`src/rtl/irq_pin_pkg.sv`:
```
package irq_pin_pkg;

   typedef enum logic [1:0] {
      IRQ_LVL_LO   = 2'b00,
      IRQ_LVL_HI   = 2'b01,
      IRQ_PULSE_LO = 2'b10,
      IRQ_PULSE_HI = 2'b11
   } irq_mode_e;

   function automatic logic is_pulse_mode(input irq_mode_e m);
      return m[1];
   endfunction

   function automatic logic idle_level(input irq_mode_e m);
      return ~m[0];
   endfunction

endpackage

```
`src/rtl/irq_pulse_timer.sv`:
```
module irq_pulse_timer #(
   parameter int PULSE_LEN = 4,
   localparam int CNT_W = $clog2(PULSE_LEN + 1)
) (
   input  logic clk,
   input  logic rst_n,
   input  logic clr,
   input  logic load,
   output logic active
);

   localparam logic [CNT_W-1:0] LOAD_VAL = CNT_W'(PULSE_LEN);

   initial begin
      if (PULSE_LEN < 1) $error("PULSE_LEN must be at least 1");
   end

   logic [CNT_W-1:0] cnt_q;

   always_ff @(posedge clk or negedge rst_n) begin
      if (!rst_n)                cnt_q <= '0;
      else if (clr)              cnt_q <= '0;
      else if (load)             cnt_q <= LOAD_VAL;
      else if (cnt_q != '0)      cnt_q <= cnt_q - 1'b1;
   end

   assign active = (cnt_q != '0);

   // a strobe always restarts the full count
   p_reload_r6: assert property (@(posedge clk) disable iff (!rst_n)
      (load && !clr) |=> (cnt_q == LOAD_VAL));

   // a clear leaves no pulse running
   p_clear_r7: assert property (@(posedge clk) disable iff (!rst_n)
      clr |=> !active);

endmodule

```
`src/rtl/irq_wave_sel.sv`:
```
module irq_wave_sel
   import irq_pin_pkg::*;
(
   input  irq_mode_e mode_q,
   input  logic      lvl_q,
   input  logic      pulse_act,
   output logic      pin_val
);

   always_comb begin
      unique case (mode_q)
         IRQ_LVL_LO:   pin_val = ~lvl_q;
         IRQ_LVL_HI:   pin_val = lvl_q;
         IRQ_PULSE_LO: pin_val = ~pulse_act;
         IRQ_PULSE_HI: pin_val = pulse_act;
         default:      pin_val = 1'b1;
      endcase
   end

endmodule

```
`src/rtl/irq_pad_drive.sv`:
```
module irq_pad_drive #(
   parameter bit OD_SUPPORT = 1'b1
) (
   input  logic pin_val,
   input  logic od_en,
   output logic pin_out,
   output logic pin_oe
);

   assign pin_out = pin_val;

   generate
      if (OD_SUPPORT) begin : g_od
         assign pin_oe = od_en ? ~pin_val : 1'b1;
      end else begin : g_pp
         logic unused_od;
         assign unused_od = od_en;
         assign pin_oe    = 1'b1;
      end
   endgenerate

endmodule

```
`src/rtl/irq_pin_driver.sv`:
```
module irq_pin_driver
   import irq_pin_pkg::*;
#(
   parameter int PULSE_LEN  = 4,
   parameter bit OD_SUPPORT = 1'b1
) (
   input  logic       clk,
   input  logic       rst_n,
   input  logic [1:0] mode,
   input  logic       pend,
   input  logic       new_irq,
   input  logic       od_en,
   output logic       pin_out,
   output logic       pin_oe
);

   irq_mode_e mode_in, mode_q;
   logic      lvl_q;
   logic      mode_chg;
   logic      pulse_load;
   logic      pulse_act;
   logic      pin_val;

   assign mode_in    = irq_mode_e'(mode);
   assign mode_chg   = (mode_in != mode_q);
   assign pulse_load = new_irq && is_pulse_mode(mode_q);

   always_ff @(posedge clk or negedge rst_n) begin
      if (!rst_n) begin
         mode_q <= IRQ_LVL_LO;
         lvl_q  <= 1'b0;
      end else begin
         mode_q <= mode_in;
         lvl_q  <= pend;
      end
   end

   irq_pulse_timer #(.PULSE_LEN(PULSE_LEN)) u_timer (
      .clk    (clk),
      .rst_n  (rst_n),
      .clr    (mode_chg),
      .load   (pulse_load),
      .active (pulse_act)
   );

   irq_wave_sel u_sel (
      .mode_q    (mode_q),
      .lvl_q     (lvl_q),
      .pulse_act (pulse_act),
      .pin_val   (pin_val)
   );

   irq_pad_drive #(.OD_SUPPORT(OD_SUPPORT)) u_pad (
      .pin_val (pin_val),
      .od_en   (od_en),
      .pin_out (pin_out),
      .pin_oe  (pin_oe)
   );

   // active-low level follows the inverted pending input
   p_lvl_low_r2: assert property (@(posedge clk) disable iff (!rst_n)
      (mode == 2'b00 && mode_q == IRQ_LVL_LO) |=> (pin_out == !$past(pend)));

   // active-high level follows the pending input
   p_lvl_high_r3: assert property (@(posedge clk) disable iff (!rst_n)
      (mode == 2'b01 && mode_q == IRQ_LVL_HI) |=> (pin_out == $past(pend)));

   // a strobe in low-pulse mode pulls the pin low on the next cycle
   p_low_pulse_r4: assert property (@(posedge clk) disable iff (!rst_n)
      (mode == 2'b10 && mode_q == IRQ_PULSE_LO && new_irq) |=> !pin_out);

   // a strobe in high-pulse mode drives the pin high on the next cycle
   p_high_pulse_r5: assert property (@(posedge clk) disable iff (!rst_n)
      (mode == 2'b11 && mode_q == IRQ_PULSE_HI && new_irq) |=> pin_out);

   // a mode change yields the new mode's idle level in pulse modes
   p_mode_cancel_r7: assert property (@(posedge clk) disable iff (!rst_n)
      (mode_chg && mode[1]) |=> (pin_out == !$past(mode[0])));

   // an open-drain pin is never driven high
   p_od_no_high_r9: assert property (@(posedge clk) disable iff (!rst_n)
      (od_en && pin_out) |-> !pin_oe);

endmodule

```
`config.mk`:
```
export PLATFORM = sky130hd
export DESIGN_NAME = irq_pin_driver
export DESIGN_NICKNAME = d
export VERILOG_FILES = /design/src/rtl/irq_pin_pkg.sv /design/src/rtl/irq_pulse_timer.sv /design/src/rtl/irq_wave_sel.sv /design/src/rtl/irq_pad_drive.sv /design/src/rtl/irq_pin_driver.sv
export SDC_FILE = /design/constraint.sdc
export NUM_CORES = 1
export LEC_CHECK = 0
export BUFFER_PORTS_ARGS = -buffer_cell sky130_fd_sc_hd__buf_2
export CORE_AREA = 2 2 39 41
export DETAILED_ROUTE_END_ITERATION = 10
export DIE_AREA = 0 0 41 43
export GPL_TIMING_DRIVEN = 0
export PLACE_DENSITY = 0.44
export SLEW_MARGIN = 25
export SYNTH_ARGS = -nofsm -noshare
export SYNTH_HDL_FRONTEND = slang
export SYNTH_SLANG_ARGS = --single-unit
export TNS_END_PERCENT = 100
```
`constraint.sdc`:
```
create_clock -name clk -period 4.2 [get_ports clk]
set_clock_uncertainty 0.2 [all_clocks]
set_input_delay 0.63 -clock clk [delete_from_list [all_inputs] [get_ports clk]]
set_output_delay 0.63 -clock clk [all_outputs]
set_load 0.02 [all_outputs]
```
== Word-level counts from Yosys, hierarchy flattened ==
Index checks and enable logic that the tools add are counted.
W data, S select, Z words.
Operators by class
  multiplexer cells: 5
  reductions and logical operators: 4
  equal/unequal tests: 4
  bitwise logic cells: 3
  $add $sub $neg: 1
Operator list (number)
  $mux W3: 3
  $reduce_bool A3 Y1: 2
  $eq A2 B2 Y1 const B: 2
  $pmux W1 S4: 1
  $not A1 Y1: 3
  $sub A3 B1 Y3 const B: 1
  $eq A2 B1 Y1 const B: 1
  $logic_not A2 Y1: 1
  $ne A2 B2 Y1: 1
  $logic_and A1 B1 Y1: 1
  $mux W1: 1
Storage, ports and cells
  bits of input ports: 7
  register bits after elaboration: 6

== Longest topological paths before layout ==
  depth in word-level cells: 5
  mapped depth: 5

== Modules after synthesis ==
From an unflattened synthesis, not the netlist that was laid out.
Second synthesis, totals
  cell total of the unflattened synthesis: 27
  area total of the unflattened synthesis: 311.5 um2
By module, submodules not included
  irq_pulse_timer: cells an instance 16, seq. area each 75.1 um2, instances 1, area each 177.7 um2
  irq_pin_driver: cells an instance 7, seq. area each 75.1 um2, instances 1, area each 103.8 um2
  irq_wave_sel: cells an instance 2, seq. area each 0.0 um2, instances 1, area each 18.8 um2
  irq_pad_drive: cells an instance 2, seq. area each 0.0 um2, instances 1, area each 11.3 um2

== Least setup slack after synthesis ==
OpenSTA, ideal clock, no wires.
  path type: register to output
  from: reg u_timer.cnt_q[0]
  to: out pin_oe
  required time: 3.370 ns
  setup slack: 2.148 ns
  cell stages (with the launch flop): 6
  arrival: 1.222 ns
  cells stage by stage: dfrtp_1 inv_1 ha_1 and3b_2 o221a_4 nand2_2
On the way
  cells in the longest elaborated chain, start to end: 5
RTL lines
  start: declaration: RTL line irq_pulse_timer.sv:18  | logic [CNT_W-1:0] cnt_q;
  start signal: assignment: RTL line irq_pulse_timer.sv:24  | else if (cnt_q != '0) cnt_q <= cnt_q - 1'b1;
  $reduce_bool A3 Y1 (*): RTL line irq_pulse_timer.sv:27  | assign active = (cnt_q != '0);
  $not A1 Y1: RTL line irq_wave_sel.sv:14  | IRQ_PULSE_LO: pin_val = ~pulse_act;
  $pmux W1 S4 (*): RTL line irq_wave_sel.sv:11  | unique case (mode_q)
  net pin_out: RTL line irq_pin_driver.sv:13  | output logic pin_out,
  $not A1 Y1 (*): RTL line irq_pad_drive.sv:14  | assign pin_oe = od_en ? ~pin_val : 1'b1;
  $mux W1 (*): RTL line irq_pad_drive.sv:14
  end: declaration: RTL line irq_pin_driver.sv:14  | output logic pin_oe
The timed path passes the listed nets; every way through them passes the cells marked *.

== Final worst setup path ==
  from: reg u_timer.cnt_q[0]
  to: out pin_oe
On the way
  cells in the longest elaborated chain, start to end: 5
RTL lines (RTL line)
  $reduce_bool A3 Y1 (*): irq_pulse_timer.sv:27
  $not A1 Y1: irq_wave_sel.sv:14
  $pmux W1 S4 (*): irq_wave_sel.sv:11
  $not A1 Y1 (*): irq_pad_drive.sv:14
  $mux W1 (*): irq_pad_drive.sv:14
Mark *: on every way between the ends. The rest lies on a longest branch, timed or not.

==> summary.md <==
| Metric | Value |
|---|---|
| Switching Share | `about a quarter` |
| WP data required | `3.37 ns` |
| Worst reg-to-reg setup slack | `2.87 ns` |
| Synth-to-layout area growth | `27.0%` |
| Hold Vio Cnt, Final | `0` |
| Max-Cap Viols | `0` |
| Final setup fails | `0` |
| Pwr/cell area | `329 nW/um^2` |
| Initial antenna violation count | `0` |
| Clock Sinks | `6` |
| Core Util, Final | `31.5%` |
| Hold WS | `between 0.2 and 0.3 ns` |
| Slew Limit Fails | `0` |
| Iter 0 DRT Violations | `0` |
| Routability congestion estimate from global placement | `~0.6` |
| CP max FO | `3` |
| Setup TNS | `0 ns` |
| Slew headroom | `85.4%` |
| CTS tree | `built` |
| Via density per instance | `4.53` |
| Vias | `267` |
| Fin crit period | `around 2.4 ns` |
| Inst Count DP | `55` |
| Clock network fraction of total power | `37.1%` |
| Antenna Cells | `0` |
| Slowest cell on crit path | `dfrtp_1` |
| Syn Inst Count | `31` |
| Global route overflow | `0` |
| Delay-heaviest family, CP | `flip-flops` |
| GRT Total Usage | `between 8 and 9%` |
| Sequential share of power | `43.9%` |
| Switching pwr | `0.0000367 W` |
| Nets | `54` |
| Reg clk slew, reported paths | `0.04 ns` |
| Worst-skew pair later-pin latency | `0.24 ns` |
| DR WL/cell | `9.27 microns` |
| Syn_nets | `40` |
| Int Pwr | `0.000106 W` |
| Register area | `roughly 150 sq um` |
| WP buf/inv | `2` |
| Vert. Die Dim | `about 43 microns` |
| # DRC | `0` |
| Worst path max stage delay | `0.35 ns` |
| Seq/Total Area, Yosys | `43.8%` |
| Die Area | `1760 sq um` |
| CP Class | `register to output port` |
| Fillers | `155` |
| Cell Count, Final, Fillers Out | `59` |
| Post-synthesis cell area | `343 sq um` |
| Number of global-route vias before repair | `246` |
| Ports | `9` |
| Peak VDD IR | `~150 uV` |
| # Post-CTS Setup Buffers | `0` |
| Status | `completed` |
| Core area | `around 1400 sq um` |
| Fin crit share | `between 50 and 60%` |
| Yosys warning count | `0` |
| Max Fclk | `between 400 and 500 MHz` |
| Flops & latches, synth | `6` |
| Htree depth | `1` |
| P_leak | `just over 0.2 nW` |
| Number of library cell types mapped by synthesis | `19` |
| Commonest non-fill, non-tap cell in the layout | `buf_2` |
| Layout cells sized above 1 | `around two fifths` |
| PortBufs | `8` |
| Worst path cell trace | `inv_1 > ha_1 > and3b_2 > o221a_4 > nand2_2 > buf_2` |
| Worst hold-check path type | `input port to register` |
| Worst EP arrival | `1.56 ns` |
| Routed wire length | `547 microns` |
| Global-route wire length before repair | `931 microns` |
| RSZ-0062 raised after global routing | `no` |
| Clock buffer count from CTS | `3` |
| Tot Pwr | `0.000143 W` |
| Largest net degree at the start of global routing | `9` |
| Root Driver | `clkbuf_4` |
| Detail Route Antenna Nets | `0` |
| Die W | `slightly above 40 microns` |
| Least-Margin Pin Slew | `0.218 ns` |
| Setup crit end kind | `output port` |
| Initial Util | `24.8%` |
| Clk buf depth | `2` |
| Avg Cell Area, Syn | `approximately 11 sq um` |
| Startpoint types | `register` |
| Row count | `14` |
| Most frequent cells in the layout | `buf_2 (8), dfrtp_1 (6), nor2_1 (4), clkbuf_4 (3)` |
| Gate power share | `19.0%` |
| Multi-input logic area | `185 sq um` |
| First-pass detailed-route iteration total | `1` |
## worst register-to-register path: stages (launching register included)
cell and delay, ns:
dfrtp_1 0.38, inv_1 0.09, ha_1 0.24, nor2_1 0.06, mux2i_1 0.17, a21oi_1 0.09
## worst paths after layout
path	startpoint	endpoint	cells after the start
worst max register to register	u_timer.cnt_q[0]$_DFFE_PN0P_	u_timer.cnt_q[2]$_DFFE_PN0P_	5
min in group asynchronous	rst_n	lvl_q$_DFF_PN0_	2
worst min register to register	u_timer.cnt_q[0]$_DFFE_PN0P_	u_timer.cnt_q[0]$_DFFE_PN0P_	2
max in group asynchronous	rst_n	u_timer.cnt_q[1]$_DFFE_PN0P_	2
worst min-delay path	pend	lvl_q$_DFF_PN0_	1
worst max-delay path	u_timer.cnt_q[0]$_DFFE_PN0P_	pin_oe	6
## per-stage QoR
step	setup WS, ns	instance area [sq um]
after floorplan	2.15	343
after global placement	2.08	403
after detailed placement	2.06	403
after CTS	1.79	435
after global routing	1.73	435
final	1.81	435
## registers in the layout, indices dropped and copies added (netlist names)
signal	cells
u_timer.cnt_q	3
mode_q	2
lvl_q	1
## routing by layer
metal  global-route usage (%)  wire length, microns  up-vias
met5                        0                     0        -
met4                     10.0                    16        0
met3                     3.14                    25        2
met2                     10.9                   278        8
met1                     9.24                   226      123
li1                         -                     -      134
## final cells by class
type / count / share of cell area (%)
well taps: 16 / 4.60
multi-input cells: 23 / 42.5
flip-flops and latches: 6 / 34.5
inverters: 2 / 1.72
clock buffers: 3 / 5.17
repair buffers: 9 / 11.5
## synth_stat cells
master    count  share of area [%]
o21ai_1       1                1.5
nand2b_4      1                4.0
nand2_1       2                2.2
o21ai_0       1                1.5
or3b_1        1                2.6
and3b_2       1                2.9
nor2_1        4                4.4
a211oi_2      1                3.6
nand2_2       1                1.8
o21bai_1      1                2.2
dfrtp_1       6                 44
and2_2        1                2.2
and3b_1       1                2.6
inv_1         2                2.2
a21oi_1       1                1.5
mux2i_1       1                2.9
o221a_4       1                5.8
ha_1          2                7.3
xnor2_1       2                5.1
## cell families (layout without fill, tap and decap cells)
| logic type | count (synthesis) | count (layout) | share of synthesized area [%] |
|---|---|---|---|
| DFF | 6 | 6 | 43.8 |
| buffers and inverters | 2 | 14 | 2.19 |
| xor gates and xnor gates | 2 | 2 | 5.11 |
| AOI/OAI and AO/OA | 6 | 6 | 16.1 |
| and+or+nand+nor | 12 | 12 | 22.6 |
| muxes | 1 | 1 | 2.92 |
| adders and majority gates | 2 | 2 | 7.30 |
## timing repair
item	in CTS	in global routing
endpoints found under the hold margin	6	0
gates resized for setup	0	0
hold buffers	1	0
## power groups by stage
stage	combinational, W	sequential, W	clock, W
final	0.0000272	0.0000629	0.0000531
after global routing	0.0000306	0.0000633	0.0000578
after CTS	0.0000277	0.0000629	0.0000566
after detailed placement	0.0000270	0.0000638	0
after global placement	0.0000264	0.0000635	0
after floorplan	0.0000190	0.0000631	0
Note: power is estimated with default switching activity, not from simulation.
